--- src/rtl/ddr2_init_pkg.sv ---
package ddr2_init_pkg;

  localparam int CHIP_W    = 2;
  localparam int CNT_W     = CHIP_W + 1;
  localparam int MAX_CHIPS = 1 << CHIP_W;
  localparam int VAL_W     = 16;
  localparam int CMD_W     = 1 + CHIP_W + 2 + 2 + VAL_W;
  localparam int NUM_STEPS = 15;
  localparam int STEP_W    = $clog2(NUM_STEPS + 1);
  localparam int DLL_BIT   = 8;
  localparam int OCD_LSB   = 7;
  localparam logic [VAL_W-1:0] DLL_MASK = VAL_W'(1) << DLL_BIT;
  localparam logic [VAL_W-1:0] OCD_MASK = VAL_W'(7) << OCD_LSB;

  typedef enum logic [1:0] {
    MC_PREA = 2'd0,
    MC_AREF = 2'd1,
    MC_MRS  = 2'd2,
    MC_NOP  = 2'd3
  } memCmd_e;

  typedef enum logic [2:0] {
    AD_ZERO,
    AD_MR_DLL,
    AD_MR_RUN,
    AD_EMR_DEF,
    AD_EMR_EXIT
  } addrSel_e;

  typedef struct packed {
    logic       isDelay;
    memCmd_e    cmd;
    logic [1:0] bank;
    addrSel_e   addr;
  } stepInfo_t;

  typedef struct packed {
    logic              loadCfg;
    logic [STEP_W-1:0] stepIdx;
    logic [CHIP_W-1:0] chipIdx;
  } seqStrobe_t;

  function automatic stepInfo_t decodeStep(input logic [STEP_W-1:0] s);
    stepInfo_t r;
    r.isDelay = 1'b0;
    r.cmd     = MC_NOP;
    r.bank    = 2'd0;
    r.addr    = AD_ZERO;
    case (s)
      STEP_W'(0):  r.cmd = MC_NOP;
      STEP_W'(1):  r.cmd = MC_PREA;
      STEP_W'(2):  r.isDelay = 1'b1;
      STEP_W'(3):  begin r.cmd = MC_MRS; r.bank = 2'd2; end
      STEP_W'(4):  begin r.cmd = MC_MRS; r.bank = 2'd3; end
      STEP_W'(5):  begin r.cmd = MC_MRS; r.bank = 2'd1; r.addr = AD_EMR_EXIT; end
      STEP_W'(6):  begin r.cmd = MC_MRS; r.bank = 2'd0; r.addr = AD_MR_DLL; end
      STEP_W'(7):  r.cmd = MC_PREA;
      STEP_W'(8):  r.cmd = MC_AREF;
      STEP_W'(9):  r.cmd = MC_AREF;
      STEP_W'(10): begin r.cmd = MC_MRS; r.bank = 2'd0; r.addr = AD_MR_RUN; end
      STEP_W'(11): r.isDelay = 1'b1;
      STEP_W'(12): begin r.cmd = MC_MRS; r.bank = 2'd1; r.addr = AD_EMR_DEF; end
      STEP_W'(13): r.isDelay = 1'b1;
      STEP_W'(14): begin r.cmd = MC_MRS; r.bank = 2'd1; r.addr = AD_EMR_EXIT; end
      default:     r.isDelay = 1'b0;
    endcase
    return r;
  endfunction

endpackage

--- src/rtl/ddr2_init_ctrl.sv ---
module ddr2_init_ctrl
  import ddr2_init_pkg::*;
#(
  parameter int DLY_W = 8
) (
  input  logic             clk,
  input  logic             rstN,
  input  logic             startPulse,
  input  logic [CNT_W-1:0] chipCount,
  input  logic [DLY_W-1:0] stepDelay,
  input  logic             cmdReady,
  output logic             cmdValid,
  output logic             done,
  output seqStrobe_t       strobe
);

  typedef enum logic [1:0] {ST_IDLE, ST_ISSUE, ST_WAIT} seqState_e;

  seqState_e         state;
  logic [STEP_W-1:0] stepIdx;
  logic [CHIP_W-1:0] chipIdx;
  logic [CHIP_W-1:0] lastChipQ;
  logic [DLY_W-1:0]  dlyCfg;
  logic [DLY_W-1:0]  dlyCnt;

  logic [CNT_W-1:0]  effCount;
  logic [DLY_W-1:0]  effDelay;
  logic              atLastStep;
  logic              atLastChip;
  stepInfo_t         nextInfo;

  assign effCount   = (chipCount > CNT_W'(MAX_CHIPS)) ? CNT_W'(MAX_CHIPS) : chipCount;
  assign effDelay   = (stepDelay == '0) ? DLY_W'(1) : stepDelay;
  assign atLastStep = (stepIdx == STEP_W'(NUM_STEPS - 1));
  assign atLastChip = (chipIdx == lastChipQ);
  assign nextInfo   = decodeStep(stepIdx + STEP_W'(1));

  always_ff @(posedge clk or negedge rstN) begin
    if (!rstN) begin
      state     <= ST_IDLE;
      stepIdx   <= '0;
      chipIdx   <= '0;
      lastChipQ <= '0;
      dlyCfg    <= DLY_W'(1);
      dlyCnt    <= '0;
      done      <= 1'b0;
    end else begin
      case (state)
        ST_IDLE: begin
          if (startPulse) begin
            stepIdx <= '0;
            chipIdx <= '0;
            dlyCfg  <= effDelay;
            if (effCount == '0) begin
              done <= 1'b1;
            end else begin
              done      <= 1'b0;
              lastChipQ <= CHIP_W'(effCount - CNT_W'(1));
              state     <= ST_ISSUE;
            end
          end
        end
        ST_ISSUE: begin
          if (cmdReady) begin
            if (atLastStep) begin
              stepIdx <= '0;
              if (atLastChip) begin
                state <= ST_IDLE;
                done  <= 1'b1;
              end else begin
                chipIdx <= chipIdx + CHIP_W'(1);
              end
            end else begin
              stepIdx <= stepIdx + STEP_W'(1);
              if (nextInfo.isDelay) begin
                state  <= ST_WAIT;
                dlyCnt <= dlyCfg;
              end
            end
          end
        end
        ST_WAIT: begin
          if (dlyCnt == DLY_W'(1)) begin
            stepIdx <= stepIdx + STEP_W'(1);
            state   <= ST_ISSUE;
          end else begin
            dlyCnt <= dlyCnt - DLY_W'(1);
          end
        end
        default: state <= ST_IDLE;
      endcase
    end
  end

  assign cmdValid        = (state == ST_ISSUE);
  assign strobe.loadCfg  = (state == ST_IDLE) && startPulse;
  assign strobe.stepIdx  = stepIdx;
  assign strobe.chipIdx  = chipIdx;

  // a finished sequencer presents no command
  a_r8_done_quiet: assert property (@(posedge clk) disable iff (!rstN)
    done |-> !cmdValid);

  // the chip index never passes the last populated chip
  a_r7_chip_bound: assert property (@(posedge clk) disable iff (!rstN)
    cmdValid |-> (chipIdx <= lastChipQ));

  // a pause counter stays within the sampled pause length
  a_r5_wait_range: assert property (@(posedge clk) disable iff (!rstN)
    (state == ST_WAIT) |-> (dlyCnt != '0) && (dlyCnt <= dlyCfg));

endmodule

--- src/rtl/ddr2_init_dp.sv ---
module ddr2_init_dp
  import ddr2_init_pkg::*;
(
  input  logic             clk,
  input  logic             rstN,
  input  seqStrobe_t       strobe,
  input  logic [VAL_W-1:0] modeBase,
  input  logic [VAL_W-1:0] extModeBase,
  output logic [CMD_W-1:0] cmdWord
);

  logic [VAL_W-1:0] modeQ;
  logic [VAL_W-1:0] extQ;
  logic [VAL_W-1:0] ocdCleared;
  logic [VAL_W-1:0] valueField;
  stepInfo_t        info;

  always_ff @(posedge clk or negedge rstN) begin
    if (!rstN) begin
      modeQ <= '0;
      extQ  <= '0;
    end else if (strobe.loadCfg) begin
      modeQ <= modeBase;
      extQ  <= extModeBase;
    end
  end

  assign info       = decodeStep(strobe.stepIdx);
  assign ocdCleared = extQ & ~OCD_MASK;

  always_comb begin
    case (info.addr)
      AD_MR_DLL:   valueField = modeQ | DLL_MASK;
      AD_MR_RUN:   valueField = modeQ & ~DLL_MASK;
      AD_EMR_DEF:  valueField = ocdCleared | OCD_MASK;
      AD_EMR_EXIT: valueField = ocdCleared;
      default:     valueField = '0;
    endcase
  end

  assign cmdWord = {1'b0, strobe.chipIdx, info.cmd, info.bank, valueField};

  // every extended-register write carries calibration field 0 or 7
  a_r6_ocd_field: assert property (@(posedge clk) disable iff (!rstN)
    (cmdWord[19:18] == 2'd2 && cmdWord[17:16] == 2'd1) |->
      (cmdWord[9:7] == 3'd0 || cmdWord[9:7] == 3'd7));

endmodule

--- src/rtl/ddr2_init_seq.sv ---
module ddr2_init_seq
  import ddr2_init_pkg::*;
#(
  parameter int DLY_W = 8
) (
  input  logic             clk,
  input  logic             rstN,
  input  logic             startPulse,
  input  logic [2:0]       chipCount,
  input  logic [15:0]      modeBase,
  input  logic [15:0]      extModeBase,
  input  logic [DLY_W-1:0] stepDelay,
  input  logic             cmdReady,
  output logic             cmdValid,
  output logic [22:0]      cmdWord,
  output logic             done
);

  seqStrobe_t strobe;

  ddr2_init_ctrl #(.DLY_W(DLY_W)) u_ctrl (
    .clk        (clk),
    .rstN       (rstN),
    .startPulse (startPulse),
    .chipCount  (chipCount),
    .stepDelay  (stepDelay),
    .cmdReady   (cmdReady),
    .cmdValid   (cmdValid),
    .done       (done),
    .strobe     (strobe)
  );

  ddr2_init_dp u_dp (
    .clk         (clk),
    .rstN        (rstN),
    .strobe      (strobe),
    .modeBase    (modeBase),
    .extModeBase (extModeBase),
    .cmdWord     (cmdWord)
  );

  // a stalled command is held unchanged
  a_r4_hold: assert property (@(posedge clk) disable iff (!rstN)
    (cmdValid && !cmdReady) |=> (cmdValid && $stable(cmdWord)));

  // the top bit of a presented word is zero
  a_r2_top_bit: assert property (@(posedge clk) disable iff (!rstN)
    cmdValid |-> (cmdWord[22] == 1'b0));

endmodule

--- config.mk ---
export PLATFORM = sky130hd
export DESIGN_NAME = ddr2_init_seq
export DESIGN_NICKNAME = d
export VERILOG_FILES = /design/src/rtl/ddr2_init_pkg.sv /design/src/rtl/ddr2_init_ctrl.sv /design/src/rtl/ddr2_init_dp.sv /design/src/rtl/ddr2_init_seq.sv
export SDC_FILE = /design/constraint.sdc
export NUM_CORES = 1
export LEC_CHECK = 0
export BUFFER_PORTS_ARGS = -buffer_cell sky130_fd_sc_hd__buf_2
export CAP_MARGIN = 20
export CORE_ASPECT_RATIO = 0.7
export CORE_UTILIZATION = 23
export DETAILED_ROUTE_END_ITERATION = 6
export GPL_ROUTABILITY_DRIVEN = 0
export MAX_ROUTING_LAYER = met4
export SYNTH_ARGS = -nofsm -noshare
export SYNTH_HDL_FRONTEND = slang
export SYNTH_SLANG_ARGS = --single-unit
--- constraint.sdc ---
create_clock -name clk -period 4.7 [get_ports clk]
set_input_delay 1.41 -clock clk [delete_from_list [all_inputs] [get_ports clk]]
set_output_delay 1.41 -clock clk [all_outputs]
set_load 0.01 [all_outputs]
==> qor.yml, run 1 <==
status: "completed"
grt_remaining_overflow: 0
critical_path_class: "flop to output pin"
cts_htree_levels: 2
required_ps: 3290
worst_pin_slew_ps: 858.0
synth_fp_nets: 376
synth_edf_count: 0
fin_crit_sh_pct: 79.77
seqPwrFrac_pct: 41.5
critPathCaptureType: "output pin"
worstSetupStartpointType: "flop"
cts_setup_buffers: 0
avgSynthCellArea_sq_um: 10.30
fillers: 1507
p_per_area_mw_per_mm2: 531.9
cts_hold_buf: 0
antenna_found_initial: 0
drc: 0
slew_viol_final: 0
area_growth_pct: 18.89
rows: 36
ys.warnings.count: 0
leakage_nw: 1.700
clk_pin_slew_ps: 70
finalSetupTns_ps: 0
grt_usage_pct: 11.37
grt_max_degree: 33
cts_resized: 0
cts_buffer_depth: 2
wl_per_cell_um: 13.74
comb_power_share_pct: 40.8
clkPwrFrac_pct: 17.8
cts.sinks: 55
finalCriticalPeriod_ps: 3749
ctsRootBufferMaster: "clkbuf_16"
portBuffers: 66
ys_seq_elements: 55
coreArea_sq_mm: 0.01387
cts_tree: "yes"
drt_iter0_markers: 84
nets: 431
slew_headroom_pct: 42.80
die_w_um: 144.4
post-route-util_pct: 27.99
synth-main-ff-cell: "dfrtp_1"
max_freq_mhz: 266.7
final_antenna_net_count: 0
layout_common_cells: "buf_2, dfrtp_1, mux2_2, nand2_1, nor2_1"
min_path_type: "flop to flop"
cap_violations: 0
ioPinCount: 72
grt_pass1_vias: 2543
rsz0062_at_grt: "no"
whs_ps: 490.4
start_util_pct: 23.54
final-setup-viol-count: 0
p_switching_uw: 765.5
async_flop_share_pct: 100.0
ys_seq_area_share_pct: 42.18
final_common_cell: "buf_2"
grt_first_pass_wirelength_um: 12760
vias: 2582
die_y_um: 101.7
arrival_ps: 2340
p_int_mw: 1.300
antenna_cells: 0
finalHoldViolations: 0
switching_share_pct: 37.06
fin_total_pwr_mw: 2.065
drt_wl_total_um: 7733
drtPass1Iterations: 4
synth_cell_types: 60
clkLatencyLatePin_ps: 300
netlist_instances: 317
cp_max_fo: 14
peakVddDrop_uv: 195.0
via_per_inst: 4.586
r2r_cells: 8
hold_depth: 1
drive_above_1_share_pct: 34.85
finalClockSkew_ps: 5.911
cts_made_buffers: 5
synth_area_sq_mm: 0.003266
dp_hpwl_um: 5797
dieArea_sq_mm: 0.01469
synthesized netlist by cell type, types with 2 or more instances:
| cell type | number | area share, % |
|---|---|---|
| a21boi_0 | 2 | 0.46 |
| a21boi_1 | 2 | 0.46 |
| a21oi_1 | 14 | 2.1 |
| a21oi_2 | 2 | 0.54 |
| a22o_1 | 14 | 3.8 |
| a31oi_1 | 2 | 0.38 |
| a32o_1 | 2 | 0.61 |
| and2_1 | 2 | 0.38 |
| and2_4 | 2 | 0.54 |
| buf_1 | 2 | 0.23 |
| buf_2 | 2 | 0.31 |
| buf_4 | 4 | 0.92 |
| buf_6 | 3 | 1.0 |
| clkbuf_1 | 11 | 1.3 |
| dfrtp_1 | 54 | 41 |
| ha_1 | 12 | 4.6 |
| inv_1 | 9 | 1.0 |
| mux2_2 | 36 | 12 |
| mux2i_1 | 4 | 1.2 |
| nand2_1 | 26 | 3.0 |
| nand2b_1 | 9 | 1.7 |
| nand3_1 | 4 | 0.61 |
| nand3b_1 | 4 | 0.92 |
| nand4_1 | 2 | 0.38 |
| nor2_1 | 18 | 2.1 |
| nor2b_1 | 7 | 1.3 |
| nor3_1 | 3 | 0.46 |
| nor3b_2 | 3 | 1.1 |
| o211ai_1 | 4 | 0.92 |
| o21ai_0 | 11 | 1.7 |
| o21ai_1 | 9 | 1.4 |
| o22ai_1 | 4 | 0.77 |
| or2_1 | 2 | 0.38 |
| xnor2_1 | 4 | 1.1 |
| xor2_1 | 3 | 0.80 |
final timing paths:
| kind | from | endpoint | slack (ps) |
|---|---|---|---|
| max in group asynchronous | rstN | u_ctrl.dlyCfg[0] | 2640 |
| setup / recovery | u_ctrl.stepIdx[0] | cmdWord[14] | 950 |
| min in group asynchronous | rstN | u_dp.extQ[6] | 1210 |
| setup reg to reg | u_ctrl.stepIdx[1] | u_ctrl.dlyCnt[1] | 2170 |
| hold / removal | u_ctrl.done | u_ctrl.done | 490 |
| hold reg to reg | u_ctrl.done | u_ctrl.done | 490 |
cell families (layout without fill, tap and decap cells):
family / Yosys count / count (layout) / synth area share, %
xor+xnor: 7 / 7 / 1.877
mux: 41 / 41 / 13.98
compound gates: 81 / 81 / 17.93
other cells: 1 / 1 / 0.1148
fa+ha+maj: 12 / 12 / 4.598
buf+inv: 32 / 88 / 4.904
simple gates: 88 / 88 / 14.41
flops: 55 / 55 / 42.18
power by group through the flow:
stage | sequential (mW) | clock (mW) | combinational (mW)
after floorplan | 0.816 | 0 | 0.678
after global placement | 0.847 | 0 | 0.814
after detailed placement | 0.865 | 0 | 0.846
after CTS | 0.856 | 0.380 | 0.851
after global routing | 0.890 | 0.400 | 0.950
final | 0.857 | 0.367 | 0.842
through the flow:
stage	area, sq um	setup slack [ps]	cells
4_1_cts	3882	947.3	563
2_1_floorplan	3266	1527	317
3_5_place_dp	3741	1286	555
6_report	3882	950.8	563
5_1_grt	3882	780.9	563
3_3_place_gp	3734	849.6	554
worst max-delay path, cell delays in order (launching register included):
cell     delay [ps]
dfrtp_1         450
inv_1           110
ha_1            370
nor2b_1         160
o21ai_1          70
a21oi_1         350
buf_4           260
a22o_1          140
buf_2           130
layer usage:
| layer | global-route usage, % | part of all wire, % | routed length, um |
|---|---|---|---|
| met5 | - | 0 | 0 |
| met1 | 15.74 | 51 | 3959 |
| met3 | 2.364 | 3.2 | 250 |
| met4 | 2.591 | 0.87 | 67 |
| met2 | 16.86 | 45 | 3456 |
state kept, by name, indices dropped and copies added, names as in the netlist:
signal and flops:
u_ctrl.stepIdx 4, u_ctrl.done 1, u_ctrl.state 2, u_dp.modeQ 15, u_dp.extQ 13, u_ctrl.chipIdx 2
u_ctrl.dlyCfg 8, u_ctrl.lastChipQ 2, u_ctrl.dlyCnt 8
final cells by class:
class | count | area [sq um] | area share [%]
flip-flops and latches | 55 | 1378 | 35.48
inverters | 10 | 37.54 | 0.9668
clock buffers | 6 | 128.9 | 3.319
repair buffers | 70 | 360.3 | 9.281
multi-input cells | 230 | 1728 | 44.51
well taps | 190 | 237.7 | 6.123
clock inverters | 2 | 12.51 | 0.3223
Power figures use the tool's default switching activity.
==> run 2: changes to the inputs <==
clock period = 3.2 ns   (was 4.7 ns; I/O delays follow)
==> run 2 against run 1 <==
Compared with the run above: clock power up 54%; largest cell class unchanged; largest power group is now combinational cells; setup slack got worse by 760 ps; sequential share of layout area decreased by 0.60 points; via count increased by 0.70%; highest routed layer unchanged.
==> qor.yml, run 2 (synthesized netlist as in run 1, its figures left out) <==
status: "completed"
drc: 0  # unchanged
p_int_mw: 1.935  # +49%
comb_power_share_pct: 41.3  # +0.5 points
cts_hold_buf: 0  # unchanged
critical_path_class: "flop to output pin"
wl_per_cell_um: 13.74  # about the same
cts_buffer_depth: 2  # unchanged
peakVddDrop_uv: 305.2  # +57%
grt_remaining_overflow: 0  # unchanged
drive_above_1_share_pct: 36.48  # +1.6 points
finalHoldViolations: 0  # unchanged
switching_share_pct: 37.35  # +0.29 points
finalCriticalPeriod_ps: 3006
ioPinCount: 72  # unchanged
fin_total_pwr_mw: 3.089  # +50%
vias: 2600  # +0.70%
antenna_found_initial: 0  # unchanged
dp_cells: 563  # +1.4%
cts_made_buffers: 5  # unchanged
min_path_type: "flop to flop"
dpl_cell_area_sq_mm: 0.003801  # +1.6%
cap_violations: 0  # unchanged
slew_headroom_pct: 52.05  # +9.3 points
p_switching_mw: 1.154  # +51%
clk_pin_slew_ps: 70  # about the same
top_register: "u_dp.modeQ"
portBuffers: 66  # unchanged
slew_viol_final: 0  # unchanged
nets: 439  # +1.9%
seqPwrFrac_pct: 40.4  # -1.1 points
largest_register_ffs: 15  # unchanged
dp_hpwl_um: 5824  # +0.47%
grt_usage_pct: 11.53  # +0.16 points
final_antenna_net_count: 0  # unchanged
stdcell_count: 571  # +1.4%
drtPass1Iterations: 4  # unchanged
ctsRootBufferMaster: "clkbuf_16"
layout_common_cells: "buf_2, dfrtp_1, mux2_2, nand2_1, nor2_1"
p_per_area_mw_per_mm2: 782.3  # +47%
grt_first_pass_wirelength_um: 12870  # +0.86%
die_y_um: 101.7  # unchanged
cts_htree_levels: 2  # unchanged
hold_depth: 2  # +1
cts.sinks: 55  # unchanged
max_freq_mhz: 332.6
dieArea_sq_mm: 0.01469  # unchanged
via_per_inst: 4.553  # -0.71%
antenna_cells: 0  # unchanged
grt_pass1_vias: 2575  # +1.3%
pre_cts_slack_ps: 539.5  # -746.9 ps
final-setup-viol-count: 0  # unchanged
grt_max_degree: 56  # +70%
timing.final.ws_setup_ps: 193.6  # -757.2 ps
fin_area_sq_mm: 0.003949  # +1.7%
area_growth_pct: 20.92
finalSetupTns_ps: 0  # unchanged
clkLatencyLatePin_ps: 300  # about the same
final_common_cell: "buf_2"
drt_wl_total_um: 7848  # +1.5%
required_ps: 2240  # -1050 ps
drt_iter0_markers: 151  # +80%
leakage_nw: 1.749  # +2.9%
fin_crit_sh_pct: 93.95
worst_pin_slew_ps: 719.2  # -138.8 ps
cp_max_fo: 11  # -3
top_regs: "u_dp.modeQ (15), u_dp.extQ (13)"
arrival_ps: 2050  # -290 ps
start_util_pct: 23.54  # unchanged
cts_tree: "yes"
coreArea_sq_mm: 0.01387  # unchanged
cts_setup_buffers: 0  # unchanged
worstSetupStartpointType: "flop"
critPathCaptureType: "output pin"
r2r_cells: 9  # +1
rsz0062_at_grt: "no"
clkPwrFrac_pct: 18.3  # +0.5 points
cts_resized: 0  # unchanged
die_w_um: 144.4  # unchanged
finalClockSkew_ps: 3.950  # -1.960 ps
rows: 36  # unchanged
run 2: changes by cell type in the layout (fill, tap and decap cells not counted), sizes merged:
cell      previous run  this run
buf                 70        78
clkbuf               6         5
clkinv               1         2
clkinvlp             1         0
inv                 10        11
run 2: worst paths after layout:
path	from	endpoint	slack (ps)
hold reg to reg	u_ctrl.dlyCfg[0]	u_ctrl.dlyCfg[0]	490
hold / removal	u_ctrl.dlyCfg[0]	u_ctrl.dlyCfg[0]	490
max in group asynchronous	rstN	u_dp.extQ[5]	1930
setup / recovery	u_ctrl.stepIdx[0]	cmdWord[14]	190
min in group asynchronous	rstN	u_dp.modeQ[7]	800
setup reg to reg	u_ctrl.stepIdx[1]	u_ctrl.dlyCnt[1]	640
run 2: power by group through the flow:
stage	registers, mW	logic, mW	clock network, mW
finish	1.25	1.28	0.564
global placement	1.24	1.23	0
CTS	1.25	1.29	0.580
floorplan	1.20	0.995	0
detailed placement	1.26	1.28	0
global route	1.30	1.43	0.607
run 2: cell type report:
cell class | count | area [sq um]
inverter | 10 | 37.54
sequential | 55 | 1378
fill | 1488 | 9925
tap | 190 | 237.7
clock buffer | 5 | 125.1
clock inverter | 3 | 22.52
multi-input combinational | 230 | 1728
timing repair buffer | 78 | 420.4
run 2: per-layer routing:
metal	track usage, %	vias to the layer above	routed length, um
met2	17.31	48	3572
met1	15.85	1290	3928
met5	-	-	0
li1	-	1257	-
met4	2.510	0	61
met3	2.364	5	285
run 2: through the flow:
step           hold WS [ps]  util [%]
6_report              492.8     28.46
5_1_grt               508.5     28.46
4_1_cts               500.6     28.46
3_5_place_dp          483.6     27.40
3_3_place_gp          473.2     27.34
2_1_floorplan         457.8         -
run 2: critical path: stages, from the launching register on:
cell     delay (ps)
dfrtp_1         340
inv_1            80
ha_1            270
nor2b_1         130
o21ai_1          70
a21oi_1         300
buf_4           270
a22o_1          160
buf_2           130
==> run 3: changes to the inputs <==
CTS_BUF_LIST = sky130_fd_sc_hd__clkbuf_8   (was default)
SKIP_CTS_REPAIR_TIMING = 1   (was default)
==> run 3 against run 2 <==
Compared with the run above: critical path type unchanged; worst hold slack better by 3.9 ps; global-route usage decreased by 0.12 points; register-to-register slack got worse by 20 ps; sequential power about the same; die area unchanged; maximum frequency is 0.87% lower.
==> qor.yml, run 3 (synthesized netlist as in run 1, its figures left out) <==
fillers: 1497  # +0.60%
top_register: "u_dp.modeQ"
p_switching_mw: 1.129  # -2.1%
worst_pin_slew_ps: 717.9  # -1.327 ps
cts_buffer_depth: 2  # unchanged
cts_tree: "yes"
portBuffers: 66  # unchanged
comb_power_share_pct: 43.5  # +2.2 points
crit_start: "u_ctrl.stepIdx[0]"
grt_first_pass_wirelength_um: 12770  # -0.80%
rows: 36  # unchanged
die_y_um: 101.7  # unchanged
grt_remaining_overflow: 0  # unchanged
crit_end: "cmdWord[14]"
clk_pin_slew_ps: 110  # +40 ps
cap_violations: 0  # unchanged
p_int_mw: 1.797  # -7.1%
nets: 439  # unchanged
dieArea_sq_mm: 0.01469  # unchanged
drive_above_1_share_pct: 36.48  # unchanged
drtPass1Iterations: 4  # unchanged
finalCriticalPeriod_ps: 3033  # +26.41 ps
gr-usage-met1_pct: 15.76  # -0.087 points
drc: 0  # unchanged
r2r_cells: 9  # unchanged
final-setup-viol-count: 0  # unchanged
rsz0062_at_grt: "no"
grt_pass1_vias: 2556  # -0.74%
critPathSlowestCell: "dfrtp_1"
status: "completed"
finalSetupTns_ps: 0  # unchanged
max_freq_mhz: 329.7  # -0.87%
timing.final.ws_setup_ps: 167.2  # -26.41 ps
slowest_delay_ps: 360  # +20 ps
min_path_type: "flop to flop"
required_ps: 2240  # about the same
via_per_inst: 4.508  # -1.0%
area_growth_pct: 19.20
leakage_nw: 1.724  # -1.5%
rrSetupSlack_ps: 620  # -20 ps
dp_hpwl_um: 5824  # unchanged
worstSetupStartpointType: "flop"
drt_wl_total_um: 7803  # -0.57%
final_common_cell: "buf_2"
grtUsageMet3_pct: 2.364  # unchanged
r2r-end: "u_ctrl.dlyCnt[1]"
fin_total_pwr_mw: 2.927  # -5.3%
layout_common_cells: "buf_2, dfrtp_1, mux2_2, nand2_1, nor2_1"
final_antenna_net_count: 0  # unchanged
drt_iter0_markers: 144  # -4.6%
slew_viol_final: 0  # unchanged
gr-max-usage-layer: "met2"
critical_path.cell_chain: "inv_1 > ha_1 > nor2b_1 > o21ai_1 > a21oi_1 > buf_4 > a22o_1 > buf_2"
ioPinCount: 72  # unchanged
fin_crit_sh_pct: 94.78  # +0.83 points
antenna_found_initial: 0  # unchanged
ctsRootBufferMaster: "clkbuf_8"
cts_made_buffers: 5  # unchanged
coreArea_sq_mm: 0.01387  # unchanged
arrival_ps: 2070  # +20 ps
use_met2_pct: 17.27  # -0.037 points
grt_max_degree: 56  # unchanged
stdcell_count: 571  # unchanged
finalHoldViolations: 0  # unchanged
antenna_cells: 0  # unchanged
start_util_pct: 23.54  # unchanged
cts.sinks: 55  # unchanged
clkLatencyLatePin_ps: 320  # +20 ps
whs_ps: 496.7  # +3.918 ps
switching_share_pct: 38.58  # +1.2 points
die_w_um: 144.4  # unchanged
peakVddDrop_uv: 307.2  # +0.65%
grt_usage_pct: 11.41  # -0.12 points
pre_cts_slack_ps: 539.5  # unchanged
wl_per_cell_um: 13.67  # -0.57%
top_regs: "u_dp.modeQ (15), u_dp.extQ (13)"
dp_cells: 563  # unchanged
cp_max_fo: 11  # unchanged
cts_htree_levels: 2  # unchanged
critical_path_class: "flop to output pin"
worstReg2RegStart: "u_ctrl.stepIdx[1]"
largest_register_ffs: 15  # unchanged
clkPwrFrac_pct: 14.0  # -4.3 points
finalClockSkew_ps: 3.965  # +0.01429 ps
critPathCaptureType: "output pin"
slew_headroom_pct: 52.14  # +0.089 points
p_per_area_mw_per_mm2: 751.9  # -3.9%
seqPwrFrac_pct: 42.5  # +2.1 points
vias: 2574  # -1.0%
==> run 3: cell counts in the layout (fill, tap and decap cells not counted) <==
Identical to the previous run, type by type.
==> run 3: layout make-up <==
cell class	instances	area, sq um	area share, %
clock buffers	5	68.82	1.768
inverters	10	37.54	0.9643
well taps	190	237.7	6.107
clock inverters	3	22.52	0.5786
flip-flops and latches	55	1378	35.39
repair buffers	78	420.4	10.80
multi-input cells	230	1728	44.39
==> run 3: worst min-delay path by stage <==
stage	startpoint	to	slack, ps	cells after the start
floorplan	u_ctrl.dlyCfg[0]	u_ctrl.dlyCfg[0]	460	2
global route	u_ctrl.done	u_ctrl.done	520	1
global placement	u_ctrl.done	u_ctrl.done	470	1
CTS	u_ctrl.done	u_ctrl.done	510	1
detailed placement	u_ctrl.done	u_ctrl.done	480	1
finish	u_ctrl.dlyCfg[0]	u_ctrl.dlyCfg[0]	500	2
==> run 3: per-layer routing <==
metal	part of all wire [%]	wire length, um
met4	0.26	20
met2	46	3597
met5	0	0
met1	50	3888
met3	3.8	297
==> run 3: critical path, delay by kind of cell, from the launching register on <==
kind | cells | cell delay [ps]
AOI/OAI and AO/OA | 3 | 530
DFF | 1 | 360
adders and majority gates | 1 | 270
and+or+nand+nor | 1 | 130
buffers and inverters | 3 | 470
==> run 3: power by group through the flow <==
stage,Combinational (mW),Sequential (mW),Clock [mW]
6_report,1.27,1.24,0.409
5_1_grt,1.42,1.30,0.453
4_1_cts,1.28,1.25,0.425
3_5_place_dp,1.28,1.26,0
3_3_place_gp,1.23,1.24,0
2_1_floorplan,0.995,1.20,0
==> run 3: metrics by stage <==
stage                     utilization [%]  area, sq um
after detailed placement            27.40         3801
after floorplan                         -         3266
after global placement              27.34         3794
after CTS                           28.06         3892
final                               28.06         3892
after global routing                28.06         3892
